<file path="config.mk">
export PLATFORM = sky130hd
export DESIGN_NAME = tdm_injector
export DESIGN_NICKNAME = d
export VERILOG_FILES = /design/src/rtl/tdm_pkg.sv /design/src/rtl/tdm_ctrl.sv /design/src/rtl/tdm_datapath.sv /design/src/rtl/tdm_injector.sv
export SDC_FILE = /design/constraint.sdc
export NUM_CORES = 1
export LEC_CHECK = 0
export CAP_MARGIN = 20
export CORE_MARGIN = 2
export CORE_UTILIZATION = 40
export CTS_CLUSTER_SIZE = 40
export DETAILED_ROUTE_END_ITERATION = 7
export DONT_BUFFER_PORTS = 1
export SYNTH_ARGS = -nofsm -noshare
export SYNTH_HDL_FRONTEND = slang
export SYNTH_SLANG_ARGS = --single-unit
</file>
<file path="constraint.sdc">
create_clock -name clk -period 4.12 [get_ports clk]
set_clock_uncertainty 0.1 [all_clocks]
set_input_delay 0 -clock clk [delete_from_list [all_inputs] [get_ports clk]]
set_output_delay 0 -clock clk [all_outputs]
set_load 0.1 [all_outputs]
</file>
<file path="src/rtl/tdm_pkg.sv">
package tdm_pkg;
  parameter int CONN_NUM = 3;
  parameter int SLOT_NUM = 4;
  parameter int FLIT_LEN = 3;
  parameter int DATA_W   = 16;
  parameter int ROUTE_W  = 8;
  parameter int Q_DEPTH  = 4;

  localparam int CONN_W  = $clog2(CONN_NUM);
  localparam int SLOT_W  = $clog2(SLOT_NUM);
  localparam int WORD_W  = $clog2(FLIT_LEN);
  localparam int PTR_W   = $clog2(Q_DEPTH);
  localparam int CNT_W   = $clog2(Q_DEPTH + 1);
  localparam int PAY_LEN = FLIT_LEN - 1;

  typedef struct packed {
    logic              valid;
    logic [CONN_W-1:0] conn;
  } slotEntry_t;

  typedef struct packed {
    logic              sendHdr;
    logic              sendPay;
    logic [CONN_W-1:0] conn;
  } strobe_t;
endpackage

</file>
<file path="src/rtl/tdm_ctrl.sv">
module tdm_ctrl
  import tdm_pkg::*;
(
  input  logic                clk,
  input  logic                rstN,
  input  logic                tblWrEn,
  input  logic [SLOT_W-1:0]   tblWrIdx,
  input  logic                tblWrValid,
  input  logic [CONN_W-1:0]   tblWrConn,
  input  logic [CONN_NUM-1:0] hasFlit,
  output strobe_t             strobe
);
  localparam logic [WORD_W-1:0] WORD_LAST = WORD_W'(FLIT_LEN - 1);
  localparam logic [SLOT_W-1:0] SLOT_LAST = SLOT_W'(SLOT_NUM - 1);

  logic [WORD_W-1:0] wordCnt;
  logic [SLOT_W-1:0] slotCnt;
  slotEntry_t        shadowTbl [SLOT_NUM];
  slotEntry_t        activeTbl [SLOT_NUM];
  logic              sending;
  logic [CONN_W-1:0] sendConn;

  logic       lastWord, wrap, grant, ownerOk;
  slotEntry_t curEntry;

  always_comb begin
    lastWord = (wordCnt == WORD_LAST);
    wrap     = lastWord && (slotCnt == SLOT_LAST);
    curEntry = activeTbl[slotCnt];
    ownerOk  = curEntry.valid && (int'(curEntry.conn) < CONN_NUM);
    grant    = (wordCnt == '0) && ownerOk && hasFlit[curEntry.conn];
    strobe.sendHdr = grant;
    strobe.sendPay = sending && (wordCnt != '0);
    strobe.conn    = grant ? curEntry.conn : sendConn;
  end

  always_ff @(posedge clk) begin
    if (!rstN) begin
      wordCnt  <= '0;
      slotCnt  <= '0;
      sending  <= 1'b0;
      sendConn <= '0;
    end else begin
      wordCnt <= lastWord ? '0 : wordCnt + 1'b1;
      if (lastWord) slotCnt <= wrap ? '0 : slotCnt + 1'b1;
      if (grant) begin
        sending  <= 1'b1;
        sendConn <= curEntry.conn;
      end else if (lastWord) begin
        sending <= 1'b0;
      end
    end
  end

  // shadow written any time; active copy refreshed only at the wrap
  always_ff @(posedge clk) begin
    if (!rstN) begin
      for (int i = 0; i < SLOT_NUM; i++) begin
        shadowTbl[i] <= '0;
        activeTbl[i] <= '0;
      end
    end else begin
      if (wrap)
        for (int i = 0; i < SLOT_NUM; i++) activeTbl[i] <= shadowTbl[i];
      if (tblWrEn) shadowTbl[tblWrIdx] <= '{valid: tblWrValid, conn: tblWrConn};
    end
  end

  p_slot_wrap_r2: assert property (@(posedge clk) disable iff (!rstN)
    wrap |=> (slotCnt == '0) && (wordCnt == '0));
  p_table_hold_r7: assert property (@(posedge clk) disable iff (!rstN)
    !wrap |=> (activeTbl[0] == $past(activeTbl[0])) && (activeTbl[SLOT_NUM-1] == $past(activeTbl[SLOT_NUM-1])));
  p_hdr_then_pay_r3: assert property (@(posedge clk) disable iff (!rstN)
    strobe.sendHdr |=> strobe.sendPay && !strobe.sendHdr && (strobe.conn == $past(strobe.conn)));
  p_grant_word0_r6: assert property (@(posedge clk) disable iff (!rstN)
    strobe.sendHdr |-> $past(lastWord) || $past(!rstN));
endmodule

</file>
<file path="src/rtl/tdm_datapath.sv">
module tdm_datapath
  import tdm_pkg::*;
(
  input  logic                         clk,
  input  logic                         rstN,
  input  logic [CONN_NUM-1:0]          inWrEn,
  input  logic [CONN_NUM*DATA_W-1:0]   inData,
  input  logic [CONN_NUM*ROUTE_W-1:0]  routeCfg,
  input  strobe_t                      strobe,
  output logic [CONN_NUM-1:0]          inReady,
  output logic [CONN_NUM-1:0]          hasFlit,
  output logic                         flitValid,
  output logic                         flitStart,
  output logic [DATA_W-1:0]            flitData
);
  localparam logic [PTR_W-1:0] PTR_LAST = PTR_W'(Q_DEPTH - 1);
  localparam logic [CNT_W-1:0] CNT_FULL = CNT_W'(Q_DEPTH);
  localparam logic [CNT_W-1:0] CNT_PAY  = CNT_W'(PAY_LEN);

  logic [DATA_W-1:0] headWord [CONN_NUM];
  logic [DATA_W-1:0] hdrWord  [CONN_NUM];

  for (genvar c = 0; c < CONN_NUM; c++) begin : g_queue
    logic [DATA_W-1:0] mem [Q_DEPTH];
    logic [PTR_W-1:0]  rdPtr, wrPtr;
    logic [CNT_W-1:0]  count;
    logic              push, pop;

    assign inReady[c]  = (count != CNT_FULL);
    assign hasFlit[c]  = (count >= CNT_PAY);
    assign push        = inWrEn[c] && inReady[c];
    assign pop         = strobe.sendPay && (int'(strobe.conn) == c);
    assign headWord[c] = mem[rdPtr];
    assign hdrWord[c]  = DATA_W'({CONN_W'(c), routeCfg[c*ROUTE_W +: ROUTE_W]});

    always_ff @(posedge clk) begin
      if (!rstN) begin
        rdPtr <= '0;
        wrPtr <= '0;
        count <= '0;
      end else begin
        if (push) begin
          mem[wrPtr] <= inData[c*DATA_W +: DATA_W];
          wrPtr <= (wrPtr == PTR_LAST) ? '0 : wrPtr + 1'b1;
        end
        if (pop) rdPtr <= (rdPtr == PTR_LAST) ? '0 : rdPtr + 1'b1;
        count <= count + CNT_W'(push) - CNT_W'(pop);
      end
    end

    p_no_overflow_r9: assert property (@(posedge clk) disable iff (!rstN)
      count <= CNT_FULL);
    p_pop_nonempty_r5: assert property (@(posedge clk) disable iff (!rstN)
      pop |-> count != '0);
  end

  always_comb begin
    flitValid = strobe.sendHdr || strobe.sendPay;
    flitStart = strobe.sendHdr;
    if (strobe.sendHdr)      flitData = hdrWord[strobe.conn];
    else if (strobe.sendPay) flitData = headWord[strobe.conn];
    else                     flitData = '0;
  end
endmodule

</file>
<file path="src/rtl/tdm_injector.sv">
module tdm_injector
  import tdm_pkg::*;
(
  input  logic                         clk,
  input  logic                         rstN,
  input  logic [CONN_NUM-1:0]          inWrEn,
  input  logic [CONN_NUM*DATA_W-1:0]   inData,
  output logic [CONN_NUM-1:0]          inReady,
  input  logic [CONN_NUM*ROUTE_W-1:0]  routeCfg,
  input  logic                         tblWrEn,
  input  logic [SLOT_W-1:0]            tblWrIdx,
  input  logic                         tblWrValid,
  input  logic [CONN_W-1:0]            tblWrConn,
  output logic                         flitValid,
  output logic                         flitStart,
  output logic [DATA_W-1:0]            flitData
);
  strobe_t             strobe;
  logic [CONN_NUM-1:0] hasFlit;

  tdm_ctrl u_ctrl (
    .clk(clk), .rstN(rstN), .tblWrEn(tblWrEn), .tblWrIdx(tblWrIdx),
    .tblWrValid(tblWrValid), .tblWrConn(tblWrConn), .hasFlit(hasFlit),
    .strobe(strobe)
  );

  tdm_datapath u_dp (
    .clk(clk), .rstN(rstN), .inWrEn(inWrEn), .inData(inData),
    .routeCfg(routeCfg), .strobe(strobe), .inReady(inReady),
    .hasFlit(hasFlit), .flitValid(flitValid), .flitStart(flitStart),
    .flitData(flitData)
  );

  p_start_valid_r3: assert property (@(posedge clk) disable iff (!rstN)
    flitStart |-> flitValid ##1 (flitValid && !flitStart) ##1 (flitValid && !flitStart));
endmodule

</file>
Word-level counts from Yosys, hierarchy flattened. Memory sizes are Yosys's and may differ from the RTL's. A register that Yosys moved wholly into a read port is not among the register bits. Cells that the tools add are included.

Add/subtract/negate cells: 14. Magnitude comparators: 6. Reductions and logical operators: 18. Bitwise operators: 6. Eq/ne operators: 13. Mux-type cells: 51.

Operators with widths (number): $mux W16 (6); $bmux W16 S2 (2); $mux W2 (17); $eq A2 B2 Y1 const B (10); $mux W1 (20); $add A2 B1 Y2 const B (8); $mux W3 (5); $logic_and A1 B1 Y1 (11); $add A3 B1 Y3 (3); $ge A3 B2 Y1 const B (3); $ne A3 B3 Y1 const B (3); $sub A3 B1 Y3 (3); $logic_not A2 Y1 (2); $or A1 B1 Y1 (4); $reduce_bool A2 Y1 (2); $ge A3 B3 Y1 const B (1); $lt A2 B3 Y1 const B (1); $not A2 Y3 (1); $reduce_or A3 Y1 (1); $bmux W1 S2 (1); $lt A2 B2 Y1 const B (1); $reduce_or A2 Y1 (1); $logic_or A1 B1 Y1 (1); $not A1 Y1 (1).

Output and inout port bits: 21. Input bits: 83. Memory bits (writable): 216. Memories kept: 5. Word-level logic and storage cells: 126. Flip-flop bits (word level): 28.

Memory list: u_dp.g_queue[0].mem (depth 4, width 16, read ports 1, clocked after memory_dff 1, write ports 1, RTL line tdm_datapath.sv:24) `logic [DATA_W-1:0] mem [Q_DEPTH];`; u_dp.g_queue[1].mem (depth 4, width 16, read ports 1, clocked after memory_dff 1, write ports 1, RTL line tdm_datapath.sv:24); u_dp.g_queue[2].mem (depth 4, width 16, read ports 1, clocked after memory_dff 1, write ports 1, RTL line tdm_datapath.sv:24); u_ctrl.activeTbl (depth 4, width 3, read ports 1, clocked after memory_dff 1, write ports 4, RTL line tdm_ctrl.sv:19) `slotEntry_t activeTbl [SLOT_NUM];`; u_ctrl.shadowTbl (depth 4, width 3, read ports 4, clocked after memory_dff 0, write ports 4, RTL line tdm_ctrl.sv:18) `slotEntry_t shadowTbl [SLOT_NUM];`.

Longest topological paths before layout.
Word-level depth: 11. Gate-level depth with buffers: 14. Mapped depth without buffers: 13.

Modules after synthesis. A second synthesis with hierarchy kept.

Cells, all modules: 600. Area total of the unflattened synthesis: 10451.3 um^2.

By module, submodules not included: tdm_datapath (times used 1, seq. area each 6306.0 um^2, cells an instance 492, area each 8989.9 um^2); tdm_ctrl (times used 1, seq. area each 900.9 um^2, cells an instance 108, area each 1461.4 um^2).

Worst setup path before layout. No wires, ideal clock.

Path type: flip-flop to output port. From: register with a tool-made name. To: output port flitData[10]. Required time: 4.020 ns. Setup slack: -1.293 ns. Buffers on the path: 1. Stages on the path, launching flop included: 7. Arrival: 5.313 ns. Cells stage by stage: dfxtp_1 mux4_2 a21o_1 a2111oi_4 o21bai_2 clkbuf_1 a221oi_1.

RTL lines: end, declared (RTL line tdm_injector.sv:16) `output logic [DATA_W-1:0] flitData`.

==> flow_summary.yaml <==
run_status:
  status: "finished, final reports clean"
sta:
  final_hold_viol_count: 0
  setup_tns_ps: 0
  fmax_mhz: 265
  period_needed_ps: 3770
  rsz0062_at_grt: "false"
  max_slew.worst_pin.slew_ps: 1100
  slew_headroom_pct: 27.0
  setup_ws_ps: 347
  setup_violations: 0
  fin_crit_sh_pct: 91.6
  finalMaxSlewViolations: 0
critical_path:
  crit_fanout: 11
  cp-start-kind: "flop"
  worstPathArrival_ps: 4100
  critPathRequiredTime_ps: 4440
  worstSetupEndpointType: "flop"
  critical_path_class: "reg2reg"
layout:
  mostFrequentLayoutCell: "edfxtp_1"
  area_delta_synth_final_pct: 22.9
  drive_above_1_share_pct: 19.9
  antenna_cells: 0
  ff_latch_area_um2: 7210
  final_cell_count_no_fill: 1054
  fin_util_pct: 49.6
  num-fill-cells: 2126
  final_cell_mix: "edfxtp_1, dlygate4sd3_1, mux4_2, mux2i_1"
  fin_area_um2: 12800
  multi_input_area_um2: 3160
  fin_nets: 810
global_route:
  grt_use_total_pct: 15.6
  grt_max_degree: 44
  first_global_vias: 5658
  grt_overflow_total: 0
  antenna_found_initial: 1
  grt_pass1_wl_mm: 32.3
die:
  initial_core_util_pct: 40.4
  die_h_um: 166
  die_area_um2: 27400
  rows: 59
  io_pins: 104
  coreArea_um2: 25800
  die_width_um: 166
power:
  switching_share_pct: 25.8
  max-vdd-ir-drop_uv: 324
  clkPwrFrac_pct: 35.8
  power.density_nw_per_um2: 486
  intPower_uw: 4620
  p_switching_uw: 1610
  p_comb_share_pct: 16.0
  pwr-share-seq_pct: 48.2
  leakage_uw: 0.00443
placed_design:
  finalWeightedCongestion: 0.780
  hpwl_mm: 14.5
  place.port_buffers: 0
  place_ws_ps: 479
  place_area_um2: 11300
  place_inst: 938
cts:
  clkSinkCount: 252
  htree_levels: 1
  cts_tree: "built"
  root_buffer: "clkbuf_16"
  path_clk_slew_ps: 60
  insertion_delay_ps: 530
  cts_buffers: 27
  clock_path_buffers: 3
routing:
  vias: 5477
  post_drt_via_cell_ratio: 5.20
  drt_wl_total_mm: 21.2
  wl_per_cell_um: 20.1
  firstDrtPassIters: 4
  drc_errors: 0
  ant_nets: 0
  drtIter0Drc: 266
yosys:
  synth_area_leaders: "edfxtp_1, mux4_2, dfxtp_1"
  synth_top_area_share_pct: 62.2
  yosys_warnings: 0
  synth.avg_cell_area_um2: 17.2
  yosys.area.top_type: "edfxtp_1"
  syn_nets: 718
  ys_ff_latch: 252
  ys_types: 40
  yosysSeqAreaShare_pct: 69.1
  syn-cell-area_um2: 10400
  syn_inst: 607
min_path:
  hold_path_class: "in2reg"
job:
  drv_cap: 0
[power by group through the flow]
| stage | Combinational, uW | Clock, uW | Sequential, uW |
|---|---|---|---|
| floorplan | 670 | 0 | 3030 |
| global placement | 886 | 0 | 3050 |
| detailed placement | 914 | 0 | 3060 |
| CTS | 1000 | 2280 | 3010 |
| global route | 1080 | 2380 | 3020 |
| finish | 996 | 2230 | 3000 |
[final cells by class]
cell class | instances | area share (%)
flip-flops and latches | 252 | 56.2
clock inverters | 13 | 0.752
clock buffers | 36 | 5.61
repair buffers | 96 | 8.84
multi-input cells | 301 | 24.7
well taps | 335 | 3.27
inverters | 21 | 0.615
[what timing repair did]
action,in CTS,in global routing
gates resized for setup,0,0
buffers inserted,0,0
hold buffers,66,0
hold endpoints to repair,273,0
[final timing paths]
path / to / from / slack (ps) / cells past startpoint
max: u_dp.g_queue[2].count[0]$_SDFF_PN0_ / flop / 350 / 10
min: u_dp.g_queue[0].mem[2][10]$_DFFE_PP_ / rstN / 50 / 1
max reg2reg: u_dp.g_queue[2].count[0]$_SDFF_PN0_ / flop / 350 / 10
min reg2reg: u_ctrl.wordCnt[0]$_SDFF_PP0_ / u_ctrl.wordCnt[0]$_SDFF_PP0_ / 320 / 1
[routing by layer]
metal  GRT usage [%]  routed length, um
met5               0                 11
met4            4.47                612
met3            3.47               1290
met2            25.4              10400
met1            21.2               8960
[stage by stage]
stage,hold slack [ps],power [uW]
2_1_floorplan,-1.13,3700
4_1_cts,44.2,6290
3_3_place_gp,-0.975,3940
6_report,46.8,6230
5_1_grt,73.6,6480
3_5_place_dp,-1.00,3980
[sequential cells by signal (all words and copies together) (netlist names), named ones only]
register,cells
u_ctrl.activeTbl,12
u_ctrl.sendConn,2
u_ctrl.sending,1
u_ctrl.shadowTbl,12
u_ctrl.slotCnt,2
u_ctrl.wordCnt,2
u_dp.g_queue.count,9
u_dp.g_queue.mem,192
u_dp.g_queue.rdPtr,6
u_dp.g_queue.wrPtr,6
[kinds of logic after synthesis]
family | after synthesis | share of synthesized area (%)
DFF | 252 | 69.1
and+or+nand+nor | 140 | 7.41
muxes | 87 | 14.3
buffers and inverters | 54 | 1.99
AOI/OAI and AO/OA | 40 | 3.12
adders and majority gates | 28 | 3.57
xor gates and xnor gates | 6 | 0.504
[critical path: stages (launching register included)]
cell           delay, ps
dfxtp_2              370
mux4_2               590
a21o_1               210
a2111oi_4            280
buf_4                200
o21bai_2             180
or3_1                550
xnor2_2              210
ha_2                 280
and2_1               150
dlygate4sd3_1        550
[cell usage after synthesis, drive strengths merged]
| master | n |
|---|---|
| nor2 | 9 |
| nor3b | 4 |
| nor2b | 10 |
| a21boi | 1 |
| fa | 3 |
| o22a | 1 |
| inv | 21 |
| nor3 | 4 |
| a41oi | 1 |
| xor2 | 1 |
| or3b | 3 |
| a221oi | 6 |
| edfxtp | 216 |
| o31ai | 1 |
| and3 | 18 |
| clkbuf | 29 |
| o21bai | 1 |
| a2111oi | 1 |
| buf | 4 |
| o211ai | 9 |
| nand2b | 7 |
| a2bb2oi | 8 |
| mux4 | 50 |
| or3 | 3 |
| o21ai | 2 |
| or4 | 1 |
| nand3 | 11 |
| or2 | 1 |
| and3b | 1 |
| ha | 25 |
| o21a | 1 |
| xnor2 | 5 |
| dfxtp | 36 |
| mux2i | 37 |
| a21oi | 7 |
| nand2 | 33 |
| and2 | 35 |
| a21o | 1 |
Note: power is estimated with default switching activity, not from simulation.
